`config.mk`:
```
export PLATFORM = sky130hd
export DESIGN_NAME = alsu_core
export DESIGN_NICKNAME = d
export VERILOG_FILES = /design/src/rtl/alsu_core.sv
export SDC_FILE = /design/constraint.sdc
export NUM_CORES = 1
export LEC_CHECK = 0
export ABC_AREA = 1
export BUFFER_PORTS_ARGS = -buffer_cell sky130_fd_sc_hd__buf_2
export CORE_MARGIN = 4
export CORE_UTILIZATION = 59
export DETAILED_ROUTE_END_ITERATION = 12
export PLACE_DENSITY_LB_ADDON = 0.08
export RECOVER_POWER = 25
export SYNTH_ARGS = -nofsm -noshare
export SYNTH_HDL_FRONTEND = slang
export SYNTH_SLANG_ARGS = --single-unit
export TNS_END_PERCENT = 20
```
`constraint.sdc`:
```
create_clock -name vclk -period 3.3
set_input_delay 0.165 -clock vclk [all_inputs]
set_output_delay 0.165 -clock vclk [all_outputs]
set_load 0.01 [all_outputs]
```
`src/rtl/alsu_core.sv`:
```
module alsu_core #(
  parameter int W = 16
) (
  input  logic [W-1:0] a_in,
  input  logic [W-1:0] b_in,
  input  logic [3:0]   sel,
  input  logic         cin,
  output logic [W-1:0] f_out,
  output logic         c_out,
  output logic         z_out,
  output logic         s_out,
  output logic         v_out
);
  localparam int MSB = W - 1;

  logic [W-1:0] y_op;
  logic [W:0]   sum;
  logic         add_v;
  logic [W-1:0] log_res;
  logic         r_fill, l_fill;
  logic [W-1:0] r_res, l_res;
  logic         l_v;

  always_comb begin
    case (sel[1:0])
      2'b00:   y_op = '0;
      2'b01:   y_op = b_in;
      2'b10:   y_op = ~b_in;
      default: y_op = '1;
    endcase
  end

  assign sum   = {1'b0, a_in} + {1'b0, y_op} + {{W{1'b0}}, cin};
  assign add_v = (a_in[MSB] == y_op[MSB]) && (sum[MSB] != a_in[MSB]);

  always_comb begin
    case (sel[1:0])
      2'b00:   log_res = a_in & b_in;
      2'b01:   log_res = a_in | b_in;
      2'b10:   log_res = a_in ^ b_in;
      default: log_res = ~a_in;
    endcase
  end

  always_comb begin
    case (sel[1:0])
      2'b00:   r_fill = 1'b0;
      2'b01:   r_fill = a_in[0];
      2'b10:   r_fill = cin;
      default: r_fill = a_in[MSB];
    endcase
    case (sel[1:0])
      2'b01:   l_fill = a_in[MSB];
      2'b10:   l_fill = cin;
      default: l_fill = 1'b0;
    endcase
  end

  assign r_res = {r_fill, a_in[MSB:1]};
  assign l_res = {a_in[MSB-1:0], l_fill};
  assign l_v   = (sel[1:0] == 2'b11) && (a_in[MSB] ^ a_in[MSB-1]);

  always_comb begin
    case (sel[3:2])
      2'b00: begin f_out = sum[MSB:0]; c_out = sum[W];     v_out = add_v; end
      2'b01: begin f_out = log_res;    c_out = 1'b0;       v_out = 1'b0;  end
      2'b10: begin f_out = r_res;      c_out = a_in[0];    v_out = 1'b0;  end
      default: begin f_out = l_res;    c_out = a_in[MSB];  v_out = l_v;   end
    endcase
  end

  assign z_out = ~|f_out;
  assign s_out = f_out[MSB];

  always_comb begin

    if (sel == 4'b0011 && cin)
      pass_thru_chk: assert (f_out == a_in && c_out) else $error("pass-through code wrong");

    if (sel[3:2] == 2'b01)
      logic_flags_chk: assert (!c_out && !v_out) else $error("logic flags not clear");

    if (sel[3:2] == 2'b10)
      rshift_carry_chk: assert (c_out == a_in[0]) else $error("right shift carry wrong");

    if (sel[3:2] == 2'b11)
      lshift_carry_chk: assert (c_out == a_in[MSB]) else $error("left shift carry wrong");

    if (sel[3] && sel != 4'b1111)
      shift_overflow_chk: assert (!v_out) else $error("overflow on plain shift");

    if (z_out)
      zero_sign_chk: assert (!s_out) else $error("zero result marked negative");
  end
endmodule

```
Word level (Yosys, flattened, before mapping)
Index checks and enable logic that the tools add are counted.
{"block": "op_classes", "bitwise_logic": 6, "eq_ne": 7, "reduce_logical": 7, "n_addsub": 2, "n_mux": 7}
{"op": "$pmux W16 S3", "count": 3}
{"op": "$not A16 Y16", "count": 2}
{"op": "$add A16 B16 Y17", "count": 1}
{"op": "$add A17 B1 Y17", "count": 1}
{"op": "$and A16 B16 Y16", "count": 1}
{"op": "$or A16 B16 Y16", "count": 1}
{"op": "$reduce_or A16 Y1", "count": 1}
{"op": "$xor A16 B16 Y16", "count": 1}
{"op": "$eq A2 B2 Y1 const B", "count": 3}
{"op": "$pmux W1 S3", "count": 2}
{"op": "$eq A2 B1 Y1 const B", "count": 2}
{"op": "$logic_not A2 Y1", "count": 2}
{"op": "$pmux W1 S2", "count": 2}
{"op": "$logic_and A1 B1 Y1", "count": 2}
{"op": "$reduce_or A2 Y1", "count": 1}
{"op": "$eq A1 B1 Y1", "count": 1}
{"op": "$logic_not A1 Y1", "count": 1}
{"op": "$ne A1 B1 Y1", "count": 1}
{"op": "$xor A1 B1 Y1", "count": 1}
{"block": "totals", "reg_bits": 0, "output_inout_bits": 20, "word_cells": 29}

Longest topological paths before layout
{"block": "depth", "word_depth": 7, "mapped_depth": 18}

Worst setup path before layout
Ideal clock, no wire load.
{"block": "synth_timing", "path_kind": "input -> output", "from": "in sel[0]", "to": "out z_out", "setup_slack_ns": 0.603, "cell_stages": 17, "arrival_time_ns": 2.532, "path_cell_list": "clkbuf_1 -> clkbuf_1 -> nand2_1 -> o21ai_0 -> fa_1 -> fa_1 -> nand2_1 -> nand2_1 -> nand3_1 -> nand2_1 -> nand2_1 -> nand3_1 -> nand3_1 -> nand3_1 -> nor2_1 -> nand2_1 -> nor2_1"}
{"block": "synth_via", "elab_chain_cells": 7, "word_cells_on_any_way": 12, "classes_between": "add/sub: 2; eq/ne: 2; mux: 5; reduce/logical: 3"}
{"item": "start, declared", "line_no": "6", "text": "input logic [3:0] sel,"}
{"item": "$eq A2 B2 Y1 (tied with other cells)", "line_no": "25, 37"}
{"item": "$pmux W16 S3", "line_no": "25", "text": "case (sel[1:0])"}
{"item": "$add A16 B16 Y17", "line_no": "33", "text": "assign sum = {1'b0, a_in} + {1'b0, y_op} + {{W{1'b0}}, cin};"}
{"item": "$add A17 B1 Y17", "line_no": "33"}
{"item": "$pmux W16 S3 *", "line_no": "64", "text": "case (sel[3:2])"}
{"item": "net f_out[12]", "line_no": "8", "text": "output logic [W-1:0] f_out,"}
{"item": "$reduce_or A16 Y1 *", "line_no": "72", "text": "assign z_out = ~|f_out;"}
{"item": "$logic_not A1 Y1 *", "line_no": "72"}
{"item": "end, declared", "line_no": "10", "text": "output logic z_out,"}
The timed path passes the listed nets; every way through them passes the cells marked *.

Worst setup path after layout
{"block": "layout_timing", "from": "in b_in[0]", "to": "out z_out"}
{"block": "layout_via", "elab_chain_cells": 7, "word_cells_on_any_way": 11, "classes_between": "add/sub: 2; mux: 3; bitwise: 4; reduce/logical: 2"}
{"item": "start, declared", "line_no": "5", "text": "input logic [W-1:0] b_in,"}
{"item": "$not A16 Y16", "line_no": "28", "text": "2'b10: y_op = ~b_in;"}
{"item": "$pmux W16 S3", "line_no": "25"}
{"item": "$add A16 B16 Y17", "line_no": "33"}
{"item": "$add A17 B1 Y17", "line_no": "33"}
{"item": "$pmux W16 S3 *", "line_no": "64"}
{"item": "$reduce_or A16 Y1 *", "line_no": "72"}
{"item": "$logic_not A1 Y1 *", "line_no": "72"}
Every way passes the cells marked *; elsewhere a longest branch is shown, timed or not.

==> run metrics <==
outcome finished, final reports clean; worst hold slack after final layout 0.748 ns; Detail Placement HPWL a little under 7 mm; floorplan die height 75.4 um; maximum resistive drop on vdd 0.100 mV; Crit path top cell by count nand2_1; total power divided by cell area 168 mW/mm2; Final Cycle Share 83.1%; post-synthesis instance area 0.00268 mm2; area inside the core boundary approximately 0.0044 mm2; ratio of cells with drive above 1 in the final layout 11.1%; Pre-Repair DR Iteration Count 5; required time at the endpoint of the critical path 3.13 ns; Tmin final 2.74 ns; uppermost signal routing layer after detailed routing met4; largest net degree at the start of global routing 20; IO Count 57; final slew viol count 0; pre-CTS WS between 0.5 and 0.6 ns; kind of path behind the tightest hold check input port to primary output; critical path, cell by cell buf_2, nand2_1, o21ai_0, fa_1, fa_1, or2_2, nand3_1, nand2_1, inv_1, nand2_1, nand2_1, nand2_1, nor2_1, nand3_1, nor2_1, nand2_1, nor2_1, buf_2; crit path DAT between 2 and 3 ns; post-route antenna net violation count 0; metal1 wirelength about 3.9 mm; startpoint class of the critical path input port; Final Hold Fails 0; max-cap violation count 0; width of the die about 75 um; Die Outline Area between 0.005 and 0.006 mm2; fmax 0.364 GHz; share of the yosys chip area belonging to registers 0%; cell area after layout 0.00299 mm2; slew at the pin closest to its max-slew limit 0.814 ns; Iter 0 DRT Violations 341; Synth warnings 0; Final setup violation count 0; Layout clock buffers 0; area taken by flip-flops and latches 0 um2; remaining routing DRC violations 0; total met2 wirelength after detailed routing ~3.9 mm; startpoint-to-endpoint class of the critical path input port to primary output; Max FO, Critical Path 4; Total Neg Setup Slack 0 ns; routability cong. between 0.9 and 1; effective utilization at floorplan 61.2%; DR WL/cell 14.1 um; overall via count from detail_route 3463; vias in the first global route 3065; mean post-synth cell area 5.23 um2; total of cells resized after clock tree synthesis 0; GRT Residual Overflow 0; global-route wire length before repair 13.9 mm; Area growth syn-to-layout 11.5%; instance area at placement between 0.002 and 0.003 mm2; most frequent cells in the layout nand2_1, inv_1, a21oi_1; metal3 WL 810 um; PortBufs 57; antenna diode count 0; overall global routing resource usage 30.8%; Cell Count Post-Placement 612; Seq cells 0; Distinct cells, synth 27; placement row count 24; total power draw 0.501 mW; Critical Path Max Stage Delay 0.46 ns; Critical-path top delay cell fa_1; number of vias per cell after detailed routing 5.66; Net count, final 652; # Post-CTS Setup Buffers 0; syn nets 603; worst relative slew slack 45.8%; most common cell after layout, fill and taps aside nand2_1; Final Instance Count excl. Fillers 612; Synth Instances approximately 500; final core occ between 60 and 70%; total of hold buffers inserted after clock tree synthesis 0; leakage power of the design 1.83 nW; unrepaired setup endpoints after global routing no; fin worst setup slack 0.556 ns; sort of element at the end of the critical path primary output; final wirelength approximately 8.7 mm; number of antenna violations at the first check in global routing 0
[where the power goes]
group	switching, mW	internal [mW]	leakage, nW
sequential	0	0	0
clock	0	0	0
combinational	0.323	0.178	1.83
total	0.323	0.178	1.83
[cell usage after synthesis]
cell type | number | area share (%)
nor2_1 | 39 | 5.5
nand2_1 | 155 | 22
or2_2 | 1 | 0.23
nand3_1 | 42 | 7.8
fa_1 | 2 | 1.5
xor2_1 | 1 | 0.33
o2111ai_1 | 1 | 0.33
clkinv_1 | 1 | 0.14
clkbuf_1 | 6 | 0.84
nor2_2 | 1 | 0.23
o21a_1 | 5 | 1.4
inv_1 | 84 | 12
o211ai_1 | 1 | 0.28
inv_2 | 2 | 0.28
o21bai_1 | 1 | 0.28
buf_2 | 6 | 1.1
nor2_4 | 1 | 0.42
o31ai_1 | 1 | 0.28
nand4_1 | 3 | 0.70
nand3b_1 | 3 | 0.84
and2_1 | 2 | 0.47
buf_4 | 2 | 0.56
o21ai_0 | 35 | 6.5
a31oi_1 | 1 | 0.23
xnor2_1 | 1 | 0.33
a21oi_1 | 65 | 12
ha_1 | 51 | 24
[critical path: cells and delay by family]
kind	cells	cell delay (ns)
AOI/OAI and AO/OA	1	0.10
adders and majority gates	2	0.89
buffers and inverters	3	0.30
and+or+nand+nor	12	1.12
[worst paths after layout]
kind  cells past startpoint     start         to
min                       4  a_in[11]  f_out[12]
max                      18   b_in[0]      z_out
[kinds of logic (layout without fill, tap and decap cells)]
family / Yosys count / after routing / synth area share (%)
buffers and inverters: 101 / 148 / 14.7
and+or+nand+nor: 247 / 247 / 37.9
xor gates and xnor gates: 2 / 2 / 0.653
AOI/OAI and AO/OA: 110 / 110 / 21.5
adders and majority gates: 53 / 53 / 25.3
[final cells by class]
class | count | area [um2]
fill | 475 | 1400
tap | 52 | 65.1
timing repair buffer | 61 | 310
multi-input combinational | 412 | 2290
inverter | 87 | 327
[metal layers]
| metal | vias up | track usage, % |
|---|---|---|
| met5 | - | 0 |
| met4 | 0 | 3.88 |
| met3 | 8 | 2.77 |
| met2 | 168 | 51.2 |
| met1 | 1544 | 44.2 |
| li1 | 1743 | - |
Note: power is estimated with default switching activity, not from simulation.
